===== src/rtl/baud_pkg.sv =====
package baud_pkg;
  typedef enum logic [1:0] {
    MODE_X16    = 2'd0,
    MODE_PRESC  = 2'd1,
    MODE_DIRECT = 2'd2
  } baud_mode_e;

  localparam int X16_GROUP  = 16;
  localparam int PRESC_BMIN = 8;
  localparam int DIRECT_AMIN = 3;
endpackage


===== src/rtl/baud_cfg.sv =====
module baud_cfg
  import baud_pkg::*;
#(
  parameter int DIV_W = 16,
  parameter int PRE_W = 4
) (
  input  logic               clk,
  input  logic               rst,
  input  logic               cfg_wr,
  input  logic [DIV_W-1:0]   a_in,
  input  logic [PRE_W-1:0]   b_in,
  input  logic               en_in,
  input  logic               one_in,
  output logic [PRE_W-1:0]   nxt_pre_rld,
  output logic [DIV_W:0]     nxt_bit_rld,
  output baud_mode_e         mode_q,
  output logic               err_q
);
  localparam logic [PRE_W-1:0] X16_RLD  = PRE_W'(X16_GROUP - 1);
  localparam logic [PRE_W-1:0] BMIN     = PRE_W'(PRESC_BMIN);
  localparam logic [DIV_W-1:0] AMIN     = DIV_W'(DIRECT_AMIN);
  localparam logic [DIV_W:0]   RST_BRLD = (DIV_W+1)'(1);

  function automatic baud_mode_e decode_mode(logic en, logic one);
    if (!en)     return MODE_X16;
    else if (one) return MODE_DIRECT;
    else          return MODE_PRESC;
  endfunction

  // prescale reload: group length minus one
  function automatic logic [PRE_W-1:0] grp_rld(baud_mode_e m, logic [PRE_W-1:0] b);
    case (m)
      MODE_PRESC:  return (b < BMIN) ? BMIN : b;
      MODE_DIRECT: return '0;
      default:     return X16_RLD;
    endcase
  endfunction

  // group-count reload: A+1 (clamped A in direct mode)
  function automatic logic [DIV_W:0] base_rld(baud_mode_e m, logic [DIV_W-1:0] a);
    logic [DIV_W-1:0] a_eff;
    a_eff = (m == MODE_DIRECT && a < AMIN) ? AMIN : a;
    return {1'b0, a_eff} + (DIV_W+1)'(1);
  endfunction

  function automatic logic illegal(baud_mode_e m, logic [DIV_W-1:0] a, logic [PRE_W-1:0] b);
    return (m == MODE_PRESC && b < BMIN) || (m == MODE_DIRECT && a < AMIN);
  endfunction

  logic [PRE_W-1:0] pre_rld_q;
  logic [DIV_W:0]   bit_rld_q;
  baud_mode_e       wr_mode;

  assign wr_mode     = decode_mode(en_in, one_in);
  assign nxt_pre_rld = cfg_wr ? grp_rld(wr_mode, b_in)  : pre_rld_q;
  assign nxt_bit_rld = cfg_wr ? base_rld(wr_mode, a_in) : bit_rld_q;

  always_ff @(posedge clk) begin
    if (rst) begin
      pre_rld_q <= X16_RLD;
      bit_rld_q <= RST_BRLD;
      mode_q    <= MODE_X16;
      err_q     <= 1'b0;
    end else if (cfg_wr) begin
      pre_rld_q <= nxt_pre_rld;
      bit_rld_q <= nxt_bit_rld;
      mode_q    <= wr_mode;
      err_q     <= illegal(wr_mode, a_in, b_in);
    end
  end
endmodule


===== src/rtl/baud_prescaler.sv =====
module baud_prescaler #(
  parameter int PRE_W = 4,
  parameter logic [PRE_W-1:0] RST_VAL = '1
) (
  input  logic             clk,
  input  logic             rst,
  input  logic             cfg_wr,
  input  logic [PRE_W-1:0] rld,
  output logic [PRE_W-1:0] pre_cnt,
  output logic             smp_evt
);
  assign smp_evt = (pre_cnt == '0);

  always_ff @(posedge clk) begin
    if (rst)                    pre_cnt <= RST_VAL;
    else if (cfg_wr || smp_evt) pre_cnt <= rld;
    else                        pre_cnt <= pre_cnt - 1'b1;
  end
endmodule


===== src/rtl/baud_bit_counter.sv =====
module baud_bit_counter #(
  parameter int DIV_W = 16,
  parameter logic [DIV_W:0] RST_VAL = 1
) (
  input  logic           clk,
  input  logic           rst,
  input  logic           cfg_wr,
  input  logic           smp_evt,
  input  logic [DIV_W:0] rld,
  output logic [DIV_W:0] bit_cnt,
  output logic           bit_evt
);
  assign bit_evt = smp_evt && (bit_cnt == '0);

  always_ff @(posedge clk) begin
    if (rst)          bit_cnt <= RST_VAL;
    else if (cfg_wr)  bit_cnt <= rld;
    else if (smp_evt) bit_cnt <= bit_evt ? rld : bit_cnt - 1'b1;
  end
endmodule


===== src/rtl/baud_tick_gen.sv =====
module baud_tick_gen
  import baud_pkg::*;
#(
  parameter int DIV_W = 16,
  parameter int PRE_W = 4
) (
  input  logic             clk,
  input  logic             rst,
  input  logic             cfg_wr,
  input  logic [DIV_W-1:0] cfg_base_div,
  input  logic [PRE_W-1:0] cfg_pre_div,
  input  logic             cfg_mode_en,
  input  logic             cfg_div_one,
  output logic             bit_tick,
  output logic             smp_tick,
  output logic             cfg_err
);
  localparam logic [PRE_W-1:0] PRE_RST = PRE_W'(X16_GROUP - 1);
  localparam logic [DIV_W:0]   BIT_RST = (DIV_W+1)'(1);

  logic [PRE_W-1:0] nxt_pre_rld;
  logic [DIV_W:0]   nxt_bit_rld;
  baud_mode_e       mode_q;
  logic [PRE_W-1:0] pre_cnt;
  logic [DIV_W:0]   bit_cnt;
  logic             smp_evt;
  logic             bit_evt;

  baud_cfg #(.DIV_W(DIV_W), .PRE_W(PRE_W)) u_cfg (
    .clk(clk), .rst(rst), .cfg_wr(cfg_wr),
    .a_in(cfg_base_div), .b_in(cfg_pre_div),
    .en_in(cfg_mode_en), .one_in(cfg_div_one),
    .nxt_pre_rld(nxt_pre_rld), .nxt_bit_rld(nxt_bit_rld),
    .mode_q(mode_q), .err_q(cfg_err)
  );

  baud_prescaler #(.PRE_W(PRE_W), .RST_VAL(PRE_RST)) u_pre (
    .clk(clk), .rst(rst), .cfg_wr(cfg_wr), .rld(nxt_pre_rld),
    .pre_cnt(pre_cnt), .smp_evt(smp_evt)
  );

  baud_bit_counter #(.DIV_W(DIV_W), .RST_VAL(BIT_RST)) u_bit (
    .clk(clk), .rst(rst), .cfg_wr(cfg_wr), .smp_evt(smp_evt),
    .rld(nxt_bit_rld), .bit_cnt(bit_cnt), .bit_evt(bit_evt)
  );

  assign smp_tick = smp_evt && !cfg_wr;
  assign bit_tick = bit_evt && !cfg_wr;
endmodule


===== config.mk =====
export PLATFORM = sky130hd
export DESIGN_NAME = baud_tick_gen
export DESIGN_NICKNAME = d
export VERILOG_FILES = /design/src/rtl/baud_pkg.sv /design/src/rtl/baud_cfg.sv /design/src/rtl/baud_prescaler.sv /design/src/rtl/baud_bit_counter.sv /design/src/rtl/baud_tick_gen.sv
export SDC_FILE = /design/constraint.sdc
export NUM_CORES = 1
export LEC_CHECK = 0
export BUFFER_PORTS_ARGS = -buffer_cell sky130_fd_sc_hd__buf_2
export CAP_MARGIN = 20
export CORE_UTILIZATION = 40
export DETAILED_ROUTE_END_ITERATION = 8
export GPL_TIMING_DRIVEN = 1
export HOLD_SLACK_MARGIN = 0.15
export PLACE_DENSITY = 0.68
export SLEW_MARGIN = 20
export SYNTH_ARGS = -nofsm -noshare
export SYNTH_HDL_FRONTEND = slang
export SYNTH_SLANG_ARGS = --single-unit

===== constraint.sdc =====
create_clock -name clk -period 2.5 [get_ports clk]
set_clock_uncertainty 0.1 [all_clocks]
set_input_delay 0.5 -clock clk [delete_from_list [all_inputs] [get_ports clk]]
set_output_delay 0.5 -clock clk [all_outputs]
set_load 0.005 [all_outputs]

==> results.cfg, run 1 <==
[power_and_ir_drop]
p_leak_uw = 0.001186
ir_worst_vdd_v = 0.0002978
powerDensity_mw_per_mm2 = 548.4
power_uw = 1635

[logic_synthesis]
syn-mean-instance-area_um2 = 7.947
synth_area_mm2 = 0.002575
synth_edf_count = 0
synth.distinct_cells = 60
synth-seq-cells = 43
yosys.area.top_type = dfxtp_1
yosys_warnings = 0
synth-main-ff-cell = dfxtp_1
synthTopCellsByArea = dfxtp_1 (33%), nor2_1 (6.3%), nand2_1 (3.6%), xnor2_1 (3.4%), nor3_1 (3.1%)
synth_nets = 352
async_flop_share = 0
synth_cells = 324
synth_top_area_frac = 0.3343
yosysSeqAreaShare = 0.3343

[detailed_routing]
post_drt_wl_per_cell_um = 15.74
drtIter0Drc = 211
vias = 2563
first_pass_iters = 4
via_per_inst = 5.919
drc = 0
final_antenna_net_count = 0
drt-total-wl_mm = 6.816

[sta]
fmax_mhz = 415.4
slew_viol_final = 0
fin_crit_sh = 0.9629
hold_viol_final = 0
setup_viol = 0
tightest_slew_ns = 0.6412
fin_setup_tns_ns = 0
finalCriticalPeriod_ns = 2.407
layout_setup_ws_ns = 0.09271
relSlewSlack = 0.5710
rsz0062_at_grt = false
holdWs_ns = 0.3651

[grt]
overflow = 0
grt_max_degree = 24
grt.total_usage = 0.2206
grt_pass1_wl_mm = 11.19
grt_pass1_vias = 2354
antenna_found_initial = 0

[die]
ioPinCount = 28
core_region_area_mm2 = 0.006061
rows = 28
initial_core_util = 0.4249
die-area_mm2 = 0.006763
die_x_um = 82.24
die_h_um = 82.24

[setup_path]
rr_worst_depth = 9
crit_arrival_ns = 1.81
crit_type = register to primary output
r2r-end = u_bit.bit_cnt[13]
crit_fanout = 4
reg2reg_slack_ns = 0.25
cp_cell_sequence = inv_1 > ha_2 > nor4b_4 > nand4_1 > nor3_2 > buf_2
cpPeakStageDelay_ns = 0.35
slowest_stage = dfxtp_1
r2r_start = u_bit.bit_cnt[0]
crit_path_start_kind = register
crit_required_ns = 1.90
end_kind = primary output

[final_layout]
syn_to_final_growth_pct = 15.74
final_nets = 385
diodes = 0
drive_gt1_frac = 0.1760
n_fill_cell = 605

[worst_hold_path]
hold_depth = 2
min_path_type = register to register
min_to = u_cfg.bit_rld_q[16]
hold_start = u_cfg.bit_rld_q[16]

[placement]
io_buffer_count = 27
place_ws_ns = 0.01887
hpwl_mm = 5.048
gp_congestion = 0.8560

[clocking]
insertion_delay_ns = 0.31
cts_root_buffer = clkbuf_8
clockBufferDepth = 2
clk_pin_slew_ns = 0.09
cts_sinks = 43
cts_tree = built
cts_buffers = 5
htreeDepth = 2
hold_buffers = 0

[run_status]
status = finished, final reports clean

[flow_run]
cap_violations = 0
-- cell usage after synthesis (all sizes together), types with 2 or more instances --
| cell type | number |
|---|---|
| o221ai | 3 |
| nand3 | 12 |
| nor2b | 2 |
| o211ai | 3 |
| inv | 10 |
| nor4b | 2 |
| xor2 | 6 |
| mux2i | 5 |
| nand2b | 7 |
| o21ai | 16 |
| a31oi | 6 |
| o32ai | 2 |
| o21a | 4 |
| buf | 10 |
| nor3 | 16 |
| a21o | 4 |
| xnor2 | 10 |
| a211oi | 7 |
| dfxtp | 43 |
| ha | 3 |
| o211a | 4 |
| nor2 | 43 |
| o31ai | 4 |
| a21oi | 11 |
| and4 | 4 |
| or3 | 2 |
| nand4 | 8 |
| and2 | 4 |
| mux2 | 2 |
| nor4 | 11 |
| clkbuf | 10 |
| nand2 | 25 |
| o22ai | 3 |
| a22oi | 3 |
-- sequential cells by signal, summed over array words and instances, names as in the netlist --
| register | cells |
|---|---|
| u_cfg.bit_rld_q | 17 |
| u_pre.pre_cnt | 4 |
| u_cfg.pre_rld_q | 4 |
| u_bit.bit_cnt | 17 |
| u_cfg.err_q | 1 |
-- how the worst max path moves through the flow --
stage | start | endpoint | slack, ns | cells after the start
final | u_bit.bit_cnt[0] | bit_tick | 0.09 | 6
after CTS | u_pre.pre_cnt[0] | bit_tick | 0.02 | 5
after global routing | u_bit.bit_cnt[0] | bit_tick | 0.02 | 6
after global placement | cfg_base_div[9] | u_bit.bit_cnt[12] | 0.14 | 10
after detailed placement | cfg_base_div[9] | u_bit.bit_cnt[14] | 0.02 | 10
after floorplan | cfg_base_div[6] | u_bit.bit_cnt[12] | 0.38 | 9
-- routing by layer --
layer | wire length (um) | share of wire | vias up | GRT usage
met3 | 359 | 0.053 | 11 | 0.02418
met1 | 3140 | 0.46 | 1205 | 0.2853
li1 | - | - | 1260 | -
met4 | 164 | 0.024 | 0 | 0.1000
met2 | 3151 | 0.46 | 87 | 0.3669
met5 | 0 | 0 | - | 0
-- metrics by stage --
step | cells | cell area, um^2 | util
after floorplan | 324 | 2575 | -
after global placement | 424 | 2850 | 0.4703
after detailed placement | 424 | 2850 | 0.4703
after CTS | 433 | 2970 | 0.4901
after global routing | 433 | 2980 | 0.4917
final | 433 | 2980 | 0.4917
-- layout by cell type, fill, tap and decap left out, types with 2 or more instances in the layout --
cell type | Yosys | final
a211oi_1 | 7 | 7
a21o_1 | 4 | 4
a21oi_1 | 11 | 11
a22oi_1 | 3 | 3
a31oi_1 | 6 | 6
and2_1 | 3 | 3
and4_1 | 4 | 4
buf_2 | 5 | 27
buf_4 | 0 | 19
clkbuf_8 | 0 | 5
dfxtp_1 | 43 | 43
ha_1 | 3 | 2
inv_1 | 10 | 10
mux2_1 | 2 | 2
mux2i_1 | 5 | 5
nand2_1 | 25 | 25
nand2b_1 | 7 | 7
nand3_1 | 12 | 12
nand4_1 | 8 | 8
nor2_1 | 43 | 43
nor2b_1 | 2 | 2
nor3_1 | 16 | 15
nor4_1 | 9 | 9
o211a_1 | 4 | 4
o211ai_1 | 3 | 3
o21a_1 | 4 | 4
o21ai_0 | 8 | 8
o21ai_1 | 8 | 8
o221ai_1 | 3 | 3
o22ai_1 | 3 | 3
o31ai_1 | 4 | 4
o32ai_1 | 2 | 2
or3_1 | 2 | 2
xnor2_1 | 10 | 10
xor2_1 | 6 | 6
-- area by class of cell --
cell class              count  area, um^2  share of cell area
well taps                  75       93.84             0.03149
clock buffers               5       68.82             0.02309
clock inverters             3       43.79             0.01469
repair buffers             46       277.8             0.09320
flip-flops and latches     43       860.8              0.2888
multi-input cells         251        1598              0.5361
inverters                  10       37.54             0.01259
-- repair_timing --
item,4_1_cts,5_1_grt
resized for setup,0,3
endpoints found under the setup margin,1,2
setup buffers,1,0
endpoints found under the hold margin,0,0
-- worst max-delay path, delay by kind of cell, from the launching register on --
| family | cells | cell delay (ns) |
|---|---|---|
| AND/OR/NAND/NOR | 3 | 0.70 |
| flip-flops | 1 | 0.35 |
| buffers and inverters | 2 | 0.24 |
| adder cells (fa/ha/maj) | 1 | 0.22 |
-- logic make-up after synthesis --
kind of cell    share of synthesized area
simple gates                       0.2969
buf+inv                           0.04908
flops                              0.3343
mux                               0.02818
xor+xnor                          0.05442
fa+ha+maj                         0.01458
compound gates                     0.2226
-- where the power goes --
part           total, uW  switching (uW)  internal, uW
Clock                562             264           298
Combinational        291             161           130
Sequential           781            49.1           732
Total               1630             474          1160
Note: power is estimated with default switching activity, not from simulation.
==> inputs of run 2 (changes only) <==
--- a/config.mk
+++ b/config.mk
@@ -12,6 +12,7 @@
 export GPL_TIMING_DRIVEN = 1
 export HOLD_SLACK_MARGIN = 0.15
 export PLACE_DENSITY = 0.68
+export REMOVE_ABC_BUFFERS = 1
 export SLEW_MARGIN = 20
 export SYNTH_ARGS = -nofsm -noshare
 export SYNTH_HDL_FRONTEND = slang
==> results.cfg, run 2 (synthesis gave the netlist of run 1 again) <==
[placement]
gp_congestion = 0.8338
place_ws_ns = 0.04744
io_buffer_count = 27
hpwl_mm = 5.259

[final_layout]
seq_area_um2 = 860.8
syn_to_final_growth_pct = 15.55
drive_gt1_frac = 0.1681
final_nets = 385
n_fill_cell = 609
layout_common_cells = nor2_1 (43), dfxtp_1 (43), buf_2 (27), nand2_1 (25), buf_4 (19)
multi_input_area_mm2 = 0.001603
largestRegisters = u_bit.bit_cnt x17, u_cfg.bit_rld_q x17
diodes = 0

[clocking]
clockBufferDepth = 2
cts_sinks = 43
htreeDepth = 2
clk_pin_slew_ns = 0.07
cts_root_buffer = clkbuf_8
insertion_delay_ns = 0.30
cts_buffers = 5
cts_tree = built

[die]
initial_core_util = 0.4249
rows = 28
die_h_um = 82.24
core_region_area_mm2 = 0.006061
die-area_mm2 = 0.006763
die_x_um = 82.24
ioPinCount = 28

[sta]
holdWs_ns = 0.3622
layout_setup_ws_ns = 0.1502
hold_viol_final = 0
finalCriticalPeriod_ns = 2.350
fin_setup_tns_ns = 0
relSlewSlack = 0.5870
setup_viol = 0
slew_viol_final = 0
rsz0062_at_grt = false
tightest_slew_ns = 0.6173
fmax_mhz = 425.6
fin_crit_sh = 0.9399

[worst_hold_path]
min_path_type = register to register
hold_depth = 1
hold_start = u_cfg.bit_rld_q[5]

[setup_path]
slowest_stage = dfxtp_1
cp_num_buf_inv = 2
r2r_start = u_bit.bit_cnt[0]
setup.worst_path.end = bit_tick
r2r-end = u_bit.bit_cnt[13]
reg2reg_slack_ns = 0.31
worst-path-stages = 6
end_kind = primary output
cp_cell_sequence = inv_1 > ha_4 > nor4b_4 > nand4_1 > nor3_1 > buf_2
critPathTopFamily = simple AND/OR/NAND/NOR gates
crit_arrival_ns = 1.75
cpPeakStageDelay_ns = 0.34
rr_worst_depth = 9
crit_fanout = 4
crit_path_start_kind = register
crit_type = register to primary output
crit_required_ns = 1.90
crit_start = u_bit.bit_cnt[0]

[detailed_routing]
drtIter0Drc = 250
vias = 2549
first_pass_iters = 4
post_drt_wl_per_cell_um = 16.32
drt-total-wl_mm = 7.052
drc = 0
final_antenna_net_count = 0
via_per_inst = 5.900

[flow_run]
cap_violations = 0

[power_and_ir_drop]
powerDensity_mw_per_mm2 = 541.9
ir_worst_vdd_v = 0.0002550
p_leak_uw = 0.001179

[run_status]
status = finished, final reports clean

[grt]
grt.total_usage = 0.2282
grt_pass1_wl_mm = 11.63
grt_max_degree = 36
antenna_found_initial = 0
overflow = 0
grt_pass1_vias = 2307
run 2: cell count changes in the layout (fill, tap and decap cells not counted):
cell      change
clkbuf_1      +1
clkinv_2      -1
clkinv_4      -1
ha_2          -1
ha_4          +1
nor3_1        +1
nor3_2        -1
run 2: how the worst min path moves through the flow:
stage | to | slack (ns)
after floorplan | u_cfg.bit_rld_q[5] | 0.33
after global placement | u_cfg.bit_rld_q[15] | 0.34
after detailed placement | u_cfg.bit_rld_q[5] | 0.35
after CTS | u_cfg.bit_rld_q[16] | 0.36
after global routing | u_cfg.bit_rld_q[16] | 0.37
final | u_cfg.bit_rld_q[5] | 0.36
run 2: report_power, final:
group	switching [uW]	internal [uW]	total, uW	leakage [uW]
combinational	164	129	293	0.000772
sequential	49.0	732	781	0.000356
clock	245	293	538	0.0000513
total	458	1150	1610	0.00118
run 2: stage by stage:
stage	instances	util	cell area (um^2)	total power, uW
2_1_floorplan	304	-	2486	960.7
3_3_place_gp	424	0.4703	2850	1076
3_5_place_dp	424	0.4703	2850	1081
4_1_cts	431	0.4872	2953	1607
5_1_grt	432	0.4909	2975	1679
6_report	432	0.4909	2975	1612
run 2: final cells by class:
type | count | share of cell area
Clock inverter | 1 | 0.01009
Tap cell | 75 | 0.03154
Timing Repair Buffer | 46 | 0.09336
Sequential cell | 43 | 0.2893
Multi-Input combinational cell | 251 | 0.5387
Inverter | 10 | 0.01262
Clock buffer | 6 | 0.02439
run 2: layer usage:
| layer | GRT usage | vias up | wire [um] |
|---|---|---|---|
| li1 | - | 1261 | - |
| met5 | 0 | - | 0 |
| met3 | 0.04615 | 9 | 437 |
| met2 | 0.3471 | 76 | 3059 |
| met1 | 0.3240 | 1203 | 3471 |
| met4 | 0.06316 | 0 | 83 |
run 2: what timing repair did:
item	CTS	global route
resized for setup	0	3
hold buffers	0	0
endpoints found under the setup margin	0	2
buffers inserted	0	1
endpoints found under the hold margin	0	0
